[src/rtl/alrt_pkg.sv]
package alrt_pkg;
  localparam int ADDR_BITS = 7;
  localparam int BYTE_BITS = ADDR_BITS + 1;
  localparam int CNT_W     = $clog2(BYTE_BITS);
  localparam logic [ADDR_BITS-1:0] ALERT_ADDR      = 7'b0001100;
  localparam logic [BYTE_BITS-1:0] ALERT_READ_BYTE = {ALERT_ADDR, 1'b1};

  typedef enum logic [2:0] {
    ST_IDLE, ST_ADDR, ST_ACKPREP, ST_ACKHOLD, ST_SEND, ST_HOSTACK, ST_WAITSTOP
  } state_t;

  // strobes from control to datapath
  typedef struct packed {
    logic clrCnt;
    logic incCnt;
    logic capture;
    logic loadTx;
    logic shiftTx;
    logic driveAck;
    logic releaseSda;
    logic deliver;
    logic lost;
  } strobe_t;

  // status from datapath to control
  typedef struct packed {
    logic sclRise;
    logic sclFall;
    logic startSeen;
    logic stopSeen;
    logic cntLast;
    logic addrHit;
    logic txBit;
    logic sdaLvl;
    logic pending;
  } status_t;
endpackage

[src/rtl/alrt_datapath.sv]
module alrt_datapath
  import alrt_pkg::*;
#(
  parameter int SYNC_STAGES = 2
) (
  input  logic                 clk,
  input  logic                 rstN,
  input  logic                 sclIn,
  input  logic                 sdaIn,
  input  logic                 eventIn,
  input  logic [ADDR_BITS-1:0] ownAddr,
  input  strobe_t              stb,
  output status_t              sts,
  output logic                 sdaPullLow,
  output logic                 alertPullLow,
  output logic                 deliveredPulse,
  output logic                 arbLostPulse,
  output logic                 sclLvl
);
  localparam int SYNC_N = (SYNC_STAGES < 2) ? 2 : SYNC_STAGES;

  logic [SYNC_N-1:0]    sclSh, sdaSh;
  logic                 sclPrev, sdaPrev;
  logic                 sclS, sdaS;
  logic [BYTE_BITS-1:0] rxByte;
  logic [BYTE_BITS-1:0] txShift;
  logic [CNT_W-1:0]     bitCnt;
  logic                 pending;

  // input synchronisers, idle-high reset value
  always_ff @(posedge clk) begin
    if (!rstN) begin
      sclSh   <= '1;
      sdaSh   <= '1;
      sclPrev <= 1'b1;
      sdaPrev <= 1'b1;
    end else begin
      sclSh   <= {sclSh[SYNC_N-2:0], sclIn};
      sdaSh   <= {sdaSh[SYNC_N-2:0], sdaIn};
      sclPrev <= sclS;
      sdaPrev <= sdaS;
    end
  end

  assign sclS   = sclSh[SYNC_N-1];
  assign sdaS   = sdaSh[SYNC_N-1];
  assign sclLvl = sclS;

  // receive shifter and bit counter
  always_ff @(posedge clk) begin
    if (!rstN) begin
      rxByte <= '0;
      bitCnt <= '0;
    end else begin
      if (stb.capture) rxByte <= {rxByte[BYTE_BITS-2:0], sdaS};
      if (stb.clrCnt)       bitCnt <= '0;
      else if (stb.incCnt)  bitCnt <= bitCnt + 1'b1;
    end
  end

  // transmit shifter and open-drain data enable
  always_ff @(posedge clk) begin
    if (!rstN) begin
      txShift    <= '1;
      sdaPullLow <= 1'b0;
    end else begin
      if (stb.loadTx)       txShift <= {ownAddr, 1'b0};
      else if (stb.shiftTx) txShift <= {txShift[BYTE_BITS-2:0], 1'b1};

      if (stb.releaseSda)    sdaPullLow <= 1'b0;
      else if (stb.driveAck) sdaPullLow <= 1'b1;
      else if (stb.loadTx)   sdaPullLow <= ~ownAddr[ADDR_BITS-1];
      else if (stb.shiftTx)  sdaPullLow <= ~txShift[BYTE_BITS-2];
    end
  end

  // alert pending state and status pulses
  always_ff @(posedge clk) begin
    if (!rstN) begin
      pending        <= 1'b0;
      deliveredPulse <= 1'b0;
      arbLostPulse   <= 1'b0;
    end else begin
      pending        <= eventIn | (pending & ~stb.deliver);
      deliveredPulse <= stb.deliver;
      arbLostPulse   <= stb.lost;
    end
  end

  assign alertPullLow = pending;

  always_comb begin
    sts.sclRise   = sclS & ~sclPrev;
    sts.sclFall   = ~sclS & sclPrev;
    sts.startSeen = sclS & sclPrev & sdaPrev & ~sdaS;
    sts.stopSeen  = sclS & sclPrev & ~sdaPrev & sdaS;
    sts.cntLast   = (bitCnt == CNT_W'(BYTE_BITS - 1));
    sts.addrHit   = ({rxByte[BYTE_BITS-2:0], sdaS} == ALERT_READ_BYTE);
    sts.txBit     = txShift[BYTE_BITS-1];
    sts.sdaLvl    = sdaS;
    sts.pending   = pending;
  end
endmodule

[src/rtl/alrt_control.sv]
module alrt_control
  import alrt_pkg::*;
(
  input  logic    clk,
  input  logic    rstN,
  input  status_t sts,
  output strobe_t stb
);
  state_t state, stateNext;

  always_ff @(posedge clk) begin
    if (!rstN) state <= ST_IDLE;
    else       state <= stateNext;
  end

  always_comb begin
    stateNext = state;
    stb       = '0;
    if (sts.stopSeen) begin
      stb.releaseSda = 1'b1;
      stateNext      = ST_IDLE;
    end else if (sts.startSeen) begin
      stb.releaseSda = 1'b1;
      stb.clrCnt     = 1'b1;
      stateNext      = ST_ADDR;
    end else begin
      unique case (state)
        ST_IDLE: ;
        ST_ADDR: begin
          if (sts.sclRise) begin
            stb.capture = 1'b1;
            if (sts.cntLast) begin
              stb.clrCnt = 1'b1;
              stateNext  = (sts.addrHit && sts.pending) ? ST_ACKPREP : ST_WAITSTOP;
            end else begin
              stb.incCnt = 1'b1;
            end
          end
        end
        ST_ACKPREP: begin
          if (sts.sclFall) begin
            stb.driveAck = 1'b1;
            stateNext    = ST_ACKHOLD;
          end
        end
        ST_ACKHOLD: begin
          if (sts.sclFall) begin
            stb.loadTx = 1'b1;
            stb.clrCnt = 1'b1;
            stateNext  = ST_SEND;
          end
        end
        ST_SEND: begin
          if (sts.sclRise) begin
            if (sts.txBit && !sts.sdaLvl) begin
              stb.lost       = 1'b1;
              stb.releaseSda = 1'b1;
              stateNext      = ST_WAITSTOP;
            end else if (sts.cntLast) begin
              stb.deliver = 1'b1;
              stateNext   = ST_HOSTACK;
            end else begin
              stb.incCnt = 1'b1;
            end
          end else if (sts.sclFall) begin
            stb.shiftTx = 1'b1;
          end
        end
        ST_HOSTACK: begin
          if (sts.sclFall) begin
            stb.releaseSda = 1'b1;
            stateNext      = ST_WAITSTOP;
          end
        end
        ST_WAITSTOP: ;
        default: stateNext = ST_IDLE;
      endcase
    end
  end
endmodule

[src/rtl/alert_responder.sv]
module alert_responder
  import alrt_pkg::*;
#(
  parameter int SYNC_STAGES = 2
) (
  input  logic                 clk,
  input  logic                 rstN,
  input  logic                 sclIn,
  input  logic                 sdaIn,
  input  logic                 eventIn,
  input  logic [ADDR_BITS-1:0] ownAddr,
  output logic                 sdaPullLow,
  output logic                 alertPullLow,
  output logic                 deliveredPulse,
  output logic                 arbLostPulse
);
  strobe_t stb;
  status_t sts;
  logic    sclLvl;

  alrt_datapath #(.SYNC_STAGES(SYNC_STAGES)) u_dp (
    .clk(clk), .rstN(rstN), .sclIn(sclIn), .sdaIn(sdaIn), .eventIn(eventIn),
    .ownAddr(ownAddr), .stb(stb), .sts(sts), .sdaPullLow(sdaPullLow),
    .alertPullLow(alertPullLow), .deliveredPulse(deliveredPulse),
    .arbLostPulse(arbLostPulse), .sclLvl(sclLvl)
  );

  alrt_control u_ctl (
    .clk(clk), .rstN(rstN), .sts(sts), .stb(stb)
  );
endmodule

[config.mk]
export PLATFORM = sky130hd
export DESIGN_NAME = alert_responder
export DESIGN_NICKNAME = d
export VERILOG_FILES = /design/src/rtl/alrt_pkg.sv /design/src/rtl/alrt_datapath.sv /design/src/rtl/alrt_control.sv /design/src/rtl/alert_responder.sv
export SDC_FILE = /design/constraint.sdc
export NUM_CORES = 1
export LEC_CHECK = 0
export BUFFER_PORTS_ARGS = -buffer_cell sky130_fd_sc_hd__buf_2
export CORE_MARGIN = 2
export CORE_UTILIZATION = 39
export DETAILED_ROUTE_END_ITERATION = 8
export PLACE_DENSITY = 0.54
export SLEW_MARGIN = 20
export SYNTH_ARGS = -nofsm -noshare
export SYNTH_HDL_FRONTEND = slang
export SYNTH_SLANG_ARGS = --single-unit
[constraint.sdc]
create_clock -name clk -period 1.87 [get_ports clk]
set_input_delay 0.2805 -clock clk [delete_from_list [all_inputs] [get_ports clk]]
set_output_delay 0.2805 -clock clk [all_outputs]
set_load 0.03 [all_outputs]
==> results.md <==
- Mapped Area: between 1000 and 1500 um^2
- Final period util: roughly 94%
- WHS Endpoint: u_dp.sclSh[0]
- Ys Warns: 0
- Peak VDD IR: 0.499 mV
- Hold Buf Count CTS: 0
- Worst hold path class: input port to flop
- Critical Path Sink Type: flop
- Startpoint Class: flop
- Largest net degree at the start of global routing: 25
- Number of I/O pins: 16
- Pwr Total: 1.39 mW
- 1st-iter DRT viols: 41
- Initial antenna violation count: 0
- CTS Buf Count: 5
- Nets: 190
- Row cnt: 21
- Post-route cell area: 1690 um^2
- RSZ-0062 raised after global routing: false
- Top cells by area, synth: dfxtp_1, mux2i_1, nand2b_1
- Post-CTS Setup Inserts: 0
- Synthesized flop and latch total: 31
- Num Clock Sinks: 31
- GPL Wtd Cong: 0.867
- Congestion Overflow GR: 0
- Netlist cell types: 37
- Worst-margin pin slew: a little under 0.4 ns
- # DRC: 0
- Total core area: 3420 um^2
- CP required: between 2 and 2.5 ns
- Synthesized instance count: 152
- Commonest non-fill, non-tap cells in the layout: dfxtp_1, buf_2, nand2b_1, nor2_1
- Dpl cell area: 1560 um^2
- Worst EP arrival: 2.03 ns
- Largest fanout on the critical path: 4
- Initial core utilization: 41.3%
- First-pass GRT wire length: just under 5 mm
- Leading area contributor after synthesis: dfxtp_1
- Pwr Density: 824 nW/um^2
- Final Hold Viols: 0
- Ratio of cells with drive above 1 in the final layout: 22.2%
- Synth top area share: 44.0%
- Fmax: 567 MHz
- Worst Hold Path Cells: 2
- Final ANT Viol Nets: 0
- Static Leak: 0.658 nW
- Outcome: finished, final reports clean
- Worst r2r path cells: 8
- Final Skew: approximately 0.0082 ns
- Filler cell count: 351
- DIE HEIGHT: 64.1 um
- Post-Route WL: 2.83 mm
- Slew Limit Fails: 0
- Most common cell after layout, fill and taps aside: dfxtp_1
- Max-Slew Margin vs Limit: 74.3%
- Post-synthesis net count: between 150 and 200
- Drt pass-1 iters: 4
- Worst R2R Setup Slack: about 0.11 ns
- Vias in the first global route: approximately 1100
- Root Driver: clkbuf_4
- Met2 routed WL: 1.26 mm
- Min Tclk post-route: between 1.5 and 2 ns
- R2r endpoint: u_ctl.state[2]
- Clk slew on worst S/H paths: 0.10 ns
- Die area: about 4100 um^2
- Worst R2R Start: u_dp.bitCnt[0]
- Area Overhead vs Synth: 19.9%
- Final TNS setup: 0 ns
- H-tree depth: 2
- Final setup fails: 0
- Max layer used: met4
- Worst-Skew Late Latency: 0.34 ns
- Met1 Wirelength: 1.41 mm
- # diodes: 0
- CTS tree: yes
- Hpwl dp: between 2 and 2.5 mm
- Met3 wire len: 98 um
- Hold_sp: sclIn
- PortBufs: 15
- Critical path class: flop to flop
- Vias per inst: 5.03
- Die width: 64.1 um
- GRT Resource Usage Total: approximately 16%
- Vias: 1116
- Sequential-to-total area share from yosys stat: between 40% and 50%
- Average size of a mapped cell: 9.28 um^2
- Max capacitance violation total: 0
- Clock tree buffer depth: 2
- Post-DR wirelength/cell: roughly 13 um
-- cells in the mapped netlist (all sizes together) --
library cell and n:
nor2 15, inv 3, o22ai 2, a31o 1
nand4b 1, dfxtp 31, o2111ai 1, and2b 1
mux2i 11, nor3 5, o221ai 1, a31oi 1
or3b 1, nor2b 9, xnor2 2, nor4bb 1
nand3 8, o21ai 7, a21oi 7, nor4b 1
nand2 11, nor4 1, o21a 2, buf 2
clkbuf 2, or3 1, a22oi 5, nor3b 1
nand2b 14, and4 1, ha 3
-- layer usage --
layer	vias to the layer above	GRT usage [%]
met5	-	0
met4	0	6.38
met3	6	5.81
met2	12	24.0
met1	518	19.7
li1	580	-
-- power by group --
group	switching, mW	internal, mW	leakage [nW]
combinational	0.0329	0.0297	0.352
sequential	0.00904	0.668	0.253
clock	0.236	0.417	0.0525
total	0.278	1.11	0.658
-- timing repair --
action | 4_1_cts | 5_1_grt
endpoints found under the hold margin | 0 | 0
setup endpoints to repair | 0 | 5
gates resized for setup | 0 | 7
-- how the worst max path moves through the flow --
stage	from	end	slack [ns]	cells after the start
2_1_floorplan	u_dp.bitCnt[0]	u_ctl.state[2]	0.18	8
6_report	u_dp.bitCnt[0]	u_ctl.state[2]	0.11	8
3_3_place_gp	u_dp.bitCnt[0]	u_ctl.state[2]	0.11	8
4_1_cts	u_dp.bitCnt[0]	u_ctl.state[2]	0.01	8
3_5_place_dp	u_dp.bitCnt[0]	u_ctl.state[2]	0.04	8
5_1_grt	u_dp.bitCnt[0]	u_ctl.state[2]	0.009	8
-- critical path, stage by stage, from the launching register on --
cell and delay [ns]:
dfxtp_2 0.37, ha_4 0.15, ha_4 0.13, nor2_1 0.04
a31oi_1 0.17, o22ai_1 0.09, a31o_1 0.24, or3_1 0.37
a21oi_1 0.13
-- state kept, by name, indices dropped and copies added (netlist names) --
signal and count:
u_dp.sclPrev 1, u_dp.sdaSh 2, u_dp.sdaPullLow 1, u_dp.arbLostPulse 1
u_dp.alertPullLow 1, u_dp.txShift 8, u_ctl.state 3, u_dp.sdaPrev 1
u_dp.sclSh 2, u_dp.rxByte 7, u_dp.bitCnt 3, u_dp.deliveredPulse 1
-- layout make-up --
| cell class | instances | area [um^2] | area share, % |
|---|---|---|---|
| clock inverters | 2 | 60.1 | 3.55 |
| multi-input cells | 114 | 783 | 46.3 |
| clock buffers | 6 | 41.3 | 2.44 |
| well taps | 46 | 57.6 | 3.40 |
| repair buffers | 20 | 113 | 6.66 |
| flip-flops and latches | 31 | 624 | 36.9 |
| inverters | 3 | 11.3 | 0.666 |
-- stage by stage --
step	instances	hold slack [ns]	setup WS, ns	util, %
after floorplan	152	0.354	0.178	-
after global placement	214	0.388	0.106	45.7
after detailed placement	214	0.391	0.0445	45.7
after CTS	222	0.0978	0.0133	48.6
after global routing	222	0.0974	0.00883	49.5
final	222	0.113	0.107	49.5
-- cell families after synthesis --
kind of cell	after synthesis	share of synthesized area, %
and+or+nand+nor	71	30.2
DFF	31	44.0
AOI/OAI and AO/OA	27	11.9
muxes	11	7.81
buffers and inverters	7	2.22
adders and majority gates	3	2.66
xor gates and xnor gates	2	1.24
Note: power is estimated with default switching activity, not from simulation.
